$ cat src/rtl/phy_clkpath_pkg.sv
package phy_clkpath_pkg;

  typedef enum logic [3:0] {
    ST_IDLE,
    ST_STOP,
    ST_RESTART,
    ST_OTAP,
    ST_DLL_CFG,
    ST_DLL_EN,
    ST_DLL_WAIT,
    ST_DC_SEL,
    ST_WIN_OPEN,
    ST_ITAP,
    ST_WIN_CLOSE,
    ST_CLKBUF
  } seq_state_e;

  // Speed-mode codes rise with bus speed; decisions compare against these.
  localparam int unsigned MODE_LAST_SLOW = 4;
  localparam int unsigned MODE_TOP       = 10;

  localparam int unsigned HZ_FULL = 200_000_000;
  localparam int unsigned HZ_MID  = 100_000_000;
  localparam int unsigned HZ_MIN_LOOP = 50_000_000;

  localparam int unsigned FSEL_FULL  = 0;
  localparam int unsigned FSEL_OTHER = 4;

endpackage

$ cat src/rtl/phy_clkpath_decode.sv
module phy_clkpath_decode
  import phy_clkpath_pkg::*;
#(
  parameter int FREQ_W    = 32,
  parameter int MODE_W    = 4,
  parameter int FREQSEL_W = 3
) (
  input  logic [FREQ_W-1:0]    freq_i,
  input  logic [MODE_W-1:0]    mode_i,
  output logic                 use_dll_o,
  output logic                 top_mode_o,
  output logic                 half_o,
  output logic                 mid_o,
  output logic [FREQSEL_W-1:0] fsel_o
);

  logic is_full;
  logic is_mid;

  always_comb begin
    is_full    = (freq_i == FREQ_W'(HZ_FULL));
    is_mid     = (freq_i == FREQ_W'(HZ_MID));
    use_dll_o  = (mode_i > MODE_W'(MODE_LAST_SLOW)) &&
                 (freq_i >= FREQ_W'(HZ_MIN_LOOP));
    top_mode_o = (mode_i == MODE_W'(MODE_TOP));
    half_o     = !is_full && !is_mid;
    mid_o      = is_mid;
    fsel_o     = is_full ? FREQSEL_W'(FSEL_FULL) : FREQSEL_W'(FSEL_OTHER);
  end

endmodule

$ cat src/rtl/phy_clkpath_timer.sv
module phy_clkpath_timer #(
  parameter int LIMIT = 1024
) (
  input  logic clk,
  input  logic rst_n,
  input  logic clr_i,
  input  logic en_i,
  output logic expired_o
);

  localparam int CNT_W = $clog2(LIMIT + 1);

  logic [CNT_W-1:0] cnt_q;
  logic [CNT_W-1:0] cnt_d;

  assign expired_o = (cnt_q == CNT_W'(LIMIT - 1));

  always_comb begin
    cnt_d = cnt_q;
    if (clr_i)
      cnt_d = '0;
    else if (en_i && !expired_o)
      cnt_d = cnt_q + 1'b1;
  end

  always_ff @(posedge clk or negedge rst_n) begin
    if (!rst_n)
      cnt_q <= '0;
    else
      cnt_q <= cnt_d;
  end

endmodule

$ cat src/rtl/phy_clkpath_fsm.sv
module phy_clkpath_fsm
  import phy_clkpath_pkg::*;
(
  input  logic       clk,
  input  logic       rst_n,
  input  logic       start_i,
  input  logic       use_dll_i,
  input  logic       ready_i,
  input  logic       expired_i,
  output seq_state_e state_o,
  output logic       accept_o
);

  seq_state_e state_q;
  seq_state_e state_d;

  assign state_o  = state_q;
  assign accept_o = (state_q == ST_IDLE) && start_i;

  always_comb begin
    state_d = state_q;
    case (state_q)
      ST_IDLE:      if (start_i) state_d = ST_STOP;
      ST_STOP:      state_d = ST_RESTART;
      ST_RESTART:   state_d = ST_OTAP;
      ST_OTAP:      state_d = use_dll_i ? ST_DLL_CFG : ST_DC_SEL;
      ST_DLL_CFG:   state_d = ST_DLL_EN;
      ST_DLL_EN:    state_d = ST_DLL_WAIT;
      ST_DLL_WAIT: begin
        if (ready_i)        state_d = ST_CLKBUF;
        else if (expired_i) state_d = ST_IDLE;
      end
      ST_DC_SEL:    state_d = ST_WIN_OPEN;
      ST_WIN_OPEN:  state_d = ST_ITAP;
      ST_ITAP:      state_d = ST_WIN_CLOSE;
      ST_WIN_CLOSE: state_d = ST_CLKBUF;
      ST_CLKBUF:    state_d = ST_IDLE;
      default:      state_d = ST_IDLE;
    endcase
  end

  always_ff @(posedge clk or negedge rst_n) begin
    if (!rst_n)
      state_q <= ST_IDLE;
    else
      state_q <= state_d;
  end

endmodule

$ cat src/rtl/phy_clkpath_seq.sv
module phy_clkpath_seq
  import phy_clkpath_pkg::*;
#(
  parameter int FREQ_W        = 32,
  parameter int MODE_W        = 4,
  parameter int OTAP_W        = 4,
  parameter int ITAP_W        = 5,
  parameter int STRB_W        = 8,
  parameter int STRB_NARROW_W = 4,
  parameter int TRIM_W        = 4,
  parameter int DRV_W         = 3,
  parameter int CLKBUF_W      = 3,
  parameter int FREQSEL_W     = 3,
  parameter int TIMEOUT_CYC   = 1024
) (
  input  logic                 clk,
  input  logic                 rst_n,
  input  logic                 start_i,
  input  logic [FREQ_W-1:0]    freq_hz_i,
  input  logic [MODE_W-1:0]    mode_i,
  input  logic [OTAP_W-1:0]    otap_i,
  input  logic [ITAP_W-1:0]    itap_i,
  input  logic [STRB_W-1:0]    strb_i,
  input  logic [TRIM_W-1:0]    trim_i,
  input  logic [DRV_W-1:0]     drv_i,
  input  logic [CLKBUF_W-1:0]  clkbuf_i,
  input  logic                 narrow_i,
  input  logic                 dll_ready_i,
  output logic                 busy_o,
  output logic                 done_o,
  output logic                 err_o,
  output logic                 card_clk_en_o,
  output logic                 dll_en_o,
  output logic                 otap_en_o,
  output logic [OTAP_W-1:0]    otap_sel_o,
  output logic [STRB_W-1:0]    strb_sel_o,
  output logic                 sel50_o,
  output logic                 sel100_o,
  output logic [FREQSEL_W-1:0] freqsel_o,
  output logic                 dly_tx_o,
  output logic                 dly_rx_o,
  output logic [ITAP_W-1:0]    itap_sel_o,
  output logic                 itap_win_o,
  output logic [TRIM_W-1:0]    trim_o,
  output logic [DRV_W-1:0]     drv_o,
  output logic [CLKBUF_W-1:0]  clkbuf_o
);

  // ---------------- captured settings ----------------
  logic [FREQ_W-1:0]   c_freq;
  logic [MODE_W-1:0]   c_mode;
  logic [OTAP_W-1:0]   c_otap;
  logic [ITAP_W-1:0]   c_itap;
  logic [STRB_W-1:0]   c_strb;
  logic [TRIM_W-1:0]   c_trim;
  logic [DRV_W-1:0]    c_drv;
  logic [CLKBUF_W-1:0] c_clkbuf;
  logic                c_narrow;

  seq_state_e state;
  logic       accept;
  logic       use_dll;
  logic       top_mode;
  logic       dec_half;
  logic       dec_mid;
  logic [FREQSEL_W-1:0] dec_fsel;
  logic       expired;
  logic       tmr_clr;
  logic       tmr_en;

  always_ff @(posedge clk or negedge rst_n) begin
    if (!rst_n) begin
      c_freq   <= '0;
      c_mode   <= '0;
      c_otap   <= '0;
      c_itap   <= '0;
      c_strb   <= '0;
      c_trim   <= '0;
      c_drv    <= '0;
      c_clkbuf <= '0;
      c_narrow <= 1'b0;
    end else if (accept) begin
      c_freq   <= freq_hz_i;
      c_mode   <= mode_i;
      c_otap   <= otap_i;
      c_itap   <= itap_i;
      c_strb   <= strb_i;
      c_trim   <= trim_i;
      c_drv    <= drv_i;
      c_clkbuf <= clkbuf_i;
      c_narrow <= narrow_i;
    end
  end

  // ---------------- sub-blocks ----------------
  phy_clkpath_decode #(
    .FREQ_W    (FREQ_W),
    .MODE_W    (MODE_W),
    .FREQSEL_W (FREQSEL_W)
  ) u_decode (
    .freq_i     (c_freq),
    .mode_i     (c_mode),
    .use_dll_o  (use_dll),
    .top_mode_o (top_mode),
    .half_o     (dec_half),
    .mid_o      (dec_mid),
    .fsel_o     (dec_fsel)
  );

  phy_clkpath_fsm u_fsm (
    .clk       (clk),
    .rst_n     (rst_n),
    .start_i   (start_i),
    .use_dll_i (use_dll),
    .ready_i   (dll_ready_i),
    .expired_i (expired),
    .state_o   (state),
    .accept_o  (accept)
  );

  assign tmr_clr = (state == ST_DLL_EN);
  assign tmr_en  = (state == ST_DLL_WAIT);

  phy_clkpath_timer #(
    .LIMIT (TIMEOUT_CYC)
  ) u_timer (
    .clk       (clk),
    .rst_n     (rst_n),
    .clr_i     (tmr_clr),
    .en_i      (tmr_en),
    .expired_o (expired)
  );

  // ---------------- strobe write mask per variant ----------------
  logic [STRB_W-1:0] strb_q;
  logic [STRB_W-1:0] strb_wr;

  for (genvar b = 0; b < STRB_W; b++) begin : g_strb
    if (b < STRB_NARROW_W) begin : g_low
      assign strb_wr[b] = c_strb[b];
    end else begin : g_high
      assign strb_wr[b] = c_narrow ? strb_q[b] : c_strb[b];
    end
  end

  // ---------------- output field registers ----------------
  logic                 clk_en_q,  clk_en_d;
  logic                 dll_en_q,  dll_en_d;
  logic                 otap_en_q, otap_en_d;
  logic [OTAP_W-1:0]    otap_q,    otap_d;
  logic [STRB_W-1:0]    strb_d;
  logic                 half_q,    half_d;
  logic                 mid_q,     mid_d;
  logic [FREQSEL_W-1:0] fsel_q,    fsel_d;
  logic                 dly_q,     dly_d;
  logic [ITAP_W-1:0]    itap_q,    itap_d;
  logic                 win_q,     win_d;
  logic [TRIM_W-1:0]    trim_q,    trim_d;
  logic [DRV_W-1:0]     drv_q,     drv_d;
  logic [CLKBUF_W-1:0]  cb_q,      cb_d;
  logic                 done_q,    done_d;
  logic                 err_q,     err_d;

  always_comb begin
    clk_en_d  = clk_en_q;
    dll_en_d  = dll_en_q;
    otap_en_d = otap_en_q;
    otap_d    = otap_q;
    strb_d    = strb_q;
    half_d    = half_q;
    mid_d     = mid_q;
    fsel_d    = fsel_q;
    dly_d     = dly_q;
    itap_d    = itap_q;
    win_d     = win_q;
    trim_d    = trim_q;
    drv_d     = drv_q;
    cb_d      = cb_q;
    done_d    = 1'b0;
    err_d     = err_q;
    case (state)
      ST_IDLE: if (start_i) err_d = 1'b0;
      ST_STOP: begin
        clk_en_d = 1'b0;
        dll_en_d = 1'b0;
      end
      ST_RESTART: clk_en_d = 1'b1;
      ST_OTAP: begin
        otap_en_d = 1'b1;
        otap_d    = c_otap;
        if (top_mode) strb_d = strb_wr;
      end
      ST_DLL_CFG: begin
        dly_d = 1'b0;
        if (c_narrow) begin
          half_d = dec_half;
          mid_d  = dec_mid;
        end else begin
          fsel_d = dec_fsel;
        end
        trim_d = c_trim;
        drv_d  = c_drv;
      end
      ST_DLL_EN:    dll_en_d = 1'b1;
      ST_DLL_WAIT:  if (!dll_ready_i && expired) err_d = 1'b1;
      ST_DC_SEL:    dly_d = 1'b1;
      ST_WIN_OPEN:  win_d = 1'b1;
      ST_ITAP:      itap_d = c_itap;
      ST_WIN_CLOSE: win_d = 1'b0;
      ST_CLKBUF: begin
        cb_d   = c_clkbuf;
        done_d = 1'b1;
      end
      default: ;
    endcase
  end

  always_ff @(posedge clk or negedge rst_n) begin
    if (!rst_n) begin
      clk_en_q  <= 1'b0;
      dll_en_q  <= 1'b0;
      otap_en_q <= 1'b0;
      otap_q    <= '0;
      strb_q    <= '0;
      half_q    <= 1'b0;
      mid_q     <= 1'b0;
      fsel_q    <= '0;
      dly_q     <= 1'b0;
      itap_q    <= '0;
      win_q     <= 1'b0;
      trim_q    <= '0;
      drv_q     <= '0;
      cb_q      <= '0;
      done_q    <= 1'b0;
      err_q     <= 1'b0;
    end else begin
      clk_en_q  <= clk_en_d;
      dll_en_q  <= dll_en_d;
      otap_en_q <= otap_en_d;
      otap_q    <= otap_d;
      strb_q    <= strb_d;
      half_q    <= half_d;
      mid_q     <= mid_d;
      fsel_q    <= fsel_d;
      dly_q     <= dly_d;
      itap_q    <= itap_d;
      win_q     <= win_d;
      trim_q    <= trim_d;
      drv_q     <= drv_d;
      cb_q      <= cb_d;
      done_q    <= done_d;
      err_q     <= err_d;
    end
  end

  assign busy_o        = (state != ST_IDLE);
  assign done_o        = done_q;
  assign err_o         = err_q;
  assign card_clk_en_o = clk_en_q;
  assign dll_en_o      = dll_en_q;
  assign otap_en_o     = otap_en_q;
  assign otap_sel_o    = otap_q;
  assign strb_sel_o    = strb_q;
  assign sel50_o       = half_q;
  assign sel100_o      = mid_q;
  assign freqsel_o     = fsel_q;
  assign dly_tx_o      = dly_q;
  assign dly_rx_o      = dly_q;
  assign itap_sel_o    = itap_q;
  assign itap_win_o    = win_q;
  assign trim_o        = trim_q;
  assign drv_o         = drv_q;
  assign clkbuf_o      = cb_q;

endmodule

$ cat config.mk
export PLATFORM = sky130hd
export DESIGN_NAME = phy_clkpath_seq
export DESIGN_NICKNAME = d
export VERILOG_FILES = /design/src/rtl/phy_clkpath_pkg.sv /design/src/rtl/phy_clkpath_decode.sv /design/src/rtl/phy_clkpath_timer.sv /design/src/rtl/phy_clkpath_fsm.sv /design/src/rtl/phy_clkpath_seq.sv
export SDC_FILE = /design/constraint.sdc
export NUM_CORES = 1
export LEC_CHECK = 0
export BUFFER_PORTS_ARGS = -buffer_cell sky130_fd_sc_hd__buf_2
export CAP_MARGIN = 25
export CORE_MARGIN = 2
export CORE_UTILIZATION = 52
export DETAILED_ROUTE_END_ITERATION = 10
export GPL_ROUTABILITY_DRIVEN = 1
export PLACE_DENSITY = 0.89
export SLEW_MARGIN = 20
export SYNTH_ARGS = -nofsm -noshare
export SYNTH_HDL_FRONTEND = slang
export SYNTH_HIERARCHICAL = 1
export SYNTH_SLANG_ARGS = --single-unit
$ cat constraint.sdc
create_clock -name clk -period 2.4 [get_ports clk]
set_input_delay 0.12 -clock clk [delete_from_list [all_inputs] [get_ports clk]]
set_output_delay 0.12 -clock clk [all_outputs]
set_load 0.02 [all_outputs]
==> out/qor.txt <==
status: finished clean
final worst path period share: 0.8743
latest clock arrival within the worst-skew pair: 510 ps
Final GP Congestion: 0.8508
Final Setup Violations: 0
Final Hold Viols: 0
Rows: 36
die area: 10,690 um^2
most frequent cell after synthesis: dfrtp_1
Crit Path Category: flip-flop to flip-flop
CTS tree: done
Max FO, Critical Path: 3
chip height: 103.4 um
fin crit period: 2098 ps
FF/Latch Area: 2953 um^2
Post-Syn Instances: 380
Pins Over Slew Limit: 0
vias in the first global route: 4,251
R2R Setup Slk: 300 ps
final net count: 630
Post-Route WL: 12.75 mm
r2r startpoint: c_freq[29]
EDFF count, synth: 0
DRT iter0 DRCs: 201
Synthesis Warnings: 6
first-pass GRT wire length: 20.59 mm
TritonCTS buffer count: 17
Yosys reg bits: 118
initial antenna violation count: 2
worst-margin pin slew: 585.2 ps
Synth Flop Type: dfrtp_1
Synth top area share: 0.5750
TNS Setup: 0 ps
global router's overall resource usage: 0.2576
CP endpoint kind: flip-flop
Mapped Area: 5135 um^2
via density per instance: 5.508
htree depth: 4
Starting Density: 0.5302
R2R cell count: 6
Power Dens Cells: 1221 nW/um^2
Core Area: 9684 um^2
CP arrival: 2450 ps
post-DP HPWL: 7.557 mm
cts repair resizes: 0
Area growth syn-to-layout: 37.06%
reg2reg end: u_fsm/state_o[0]
first-pass iteration count of the detailed router: 5
library cells used by synthesis: 61
max-cap violation count: 0
Syn Area/Cell: 13.51 um^2
routed len/inst: 17.98 um
worst vdd ir: 0.7325 mV
main area contributors after synthesis: dfrtp_1, mux2_2, buf_2
Post-synth ARST share: 1.000
clk buf depth: 2
largest net degree at the start of global routing: 58
skew final: 12.86 ps
ratio of cells with drive above 1 in the final layout: 0.4443
critical path startpoint category: flip-flop
total power: 8595 uW
vias: 3,905
clk slew on worst S/H paths: 60 ps
IO Count: 109
drc violations: 0
Yosys top cell by area: dfrtp_1
fmax: 476.5 MHz
CTS Sinks: 118
Hold Crit Class: input port to asynchronous set/reset pin
top cells by count, synth: dfrtp_1, mux2_2, nand2_1
RSZ-0062 raised after global routing: false
area of the multi-input gates: 2026 um^2
P_leak: 0.003225 uW
# fillers: 617
total grt overflow: 0
Port Buffers: 108
register area share after synthesis: 0.5750
Die Width: 103.4 um
CTS Root Cell: clkbuf_8
Relative slew margins: 0.6099
Final ANT Viol Nets: 0
CP required: 2760 ps
==> cells by family (layout without fill, tap and decap cells) <==
| logic type | Yosys count | after routing | share of synthesized area |
|---|---|---|---|
| mux | 97 | 97 | 0.2149 |
| compound gates | 47 | 47 | 0.06043 |
| fa+ha+maj | 1 | 1 | 0.002436 |
| flops | 118 | 118 | 0.5750 |
| other cells | 1 | 4 | 0.0007303 |
| simple gates | 86 | 86 | 0.1150 |
| buf+inv | 30 | 223 | 0.03143 |
==> where the power goes <==
group / leakage [uW] / internal [uW] / switching, uW
logic: 0.00149 / 1360 / 1210
registers: 0.00146 / 2860 / 728
clock network: 0.000282 / 1490 / 933
==> metrics by stage <==
step	setup WS (ps)	hold slack, ps	instance area [um^2]	cells	util
floorplan	612.1	-175.6	5139	381	-
global placement	460.1	98.62	5796	608	0.5985
detailed placement	419.1	104.8	5796	608	0.5985
CTS	353.2	105.9	7033	707	0.7262
global route	220.5	145.2	7038	709	0.7267
finish	301.6	102.5	7038	709	0.7267
==> critical path, stage by stage (launching register included) <==
cell and delay, ps:
dfrtp_1 400, nor4_4 340, nand4b_1 200, o41ai_1 550, o21ai_0 180, a2bb2oi_1 190
o22ai_1 100
==> timing repair <==
action / in CTS / in global routing
hold endpoints to repair: 144 / 0
setup buffers: 0 / 0
hold buffers: 67 / 0
==> routing by layer <==
layer  wire length (um)  track usage
met5                  0            0
met4                337       0.1144
met3                824      0.07997
met2               6600       0.4417
met1               4983       0.2972
==> area by class of cell <==
class / count / area share
multi-input cells: 233 / 0.2878
clock inverters: 13 / 0.02062
inverters: 10 / 0.005333
clock buffers: 19 / 0.05991
flip-flops and latches: 118 / 0.4196
well taps: 133 / 0.02364
repair buffers: 181 / 0.1824
diodes: 2 / 0.0007111
==> flip-flops by register name, summed over array words and instances, names as in the netlist, 3 cells and up <==
register and cells:
c_freq 32, u_timer/cnt_q 11, c_strb 8, strb_sel_o 8, c_itap 5, itap_sel_o 5, c_mode 4, c_otap 4
c_trim 4, otap_sel_o 4, trim_o 4, u_fsm/state_o 4, c_clkbuf 3, c_drv 3, clkbuf_o 3, drv_o 3
freqsel_o 3
==> placed cells by master (no fill, tap or decap), types with 8 or more instances in the layout <==
| master | netlist | layout |
|---|---|---|
| o21ai_0 | 10 | 10 |
| mux2_2 | 92 | 92 |
| buf_2 | 12 | 107 |
| nor2_1 | 8 | 8 |
| clkbuf_16 | 0 | 16 |
| nor3_1 | 9 | 9 |
| nand2_1 | 14 | 14 |
| dlygate4sd3_1 | 0 | 67 |
| a21oi_1 | 8 | 8 |
| dfrtp_1 | 118 | 118 |
| inv_1 | 10 | 10 |
==> worst max-delay path by stage <==
stage / from / end / depth (start not counted)
global route: c_freq[29] / u_fsm/state_o[0] / 6
detailed placement: c_freq[29] / u_fsm/state_o[0] / 6
CTS: u_fsm/state_o[3] / busy_o / 2
floorplan: u_fsm/state_o[2] / c_clkbuf[0] / 6
global placement: c_freq[29] / u_fsm/state_o[0] / 6
finish: c_freq[29] / u_fsm/state_o[0] / 6
No activity file was read; power rests on OpenSTA's default activity.
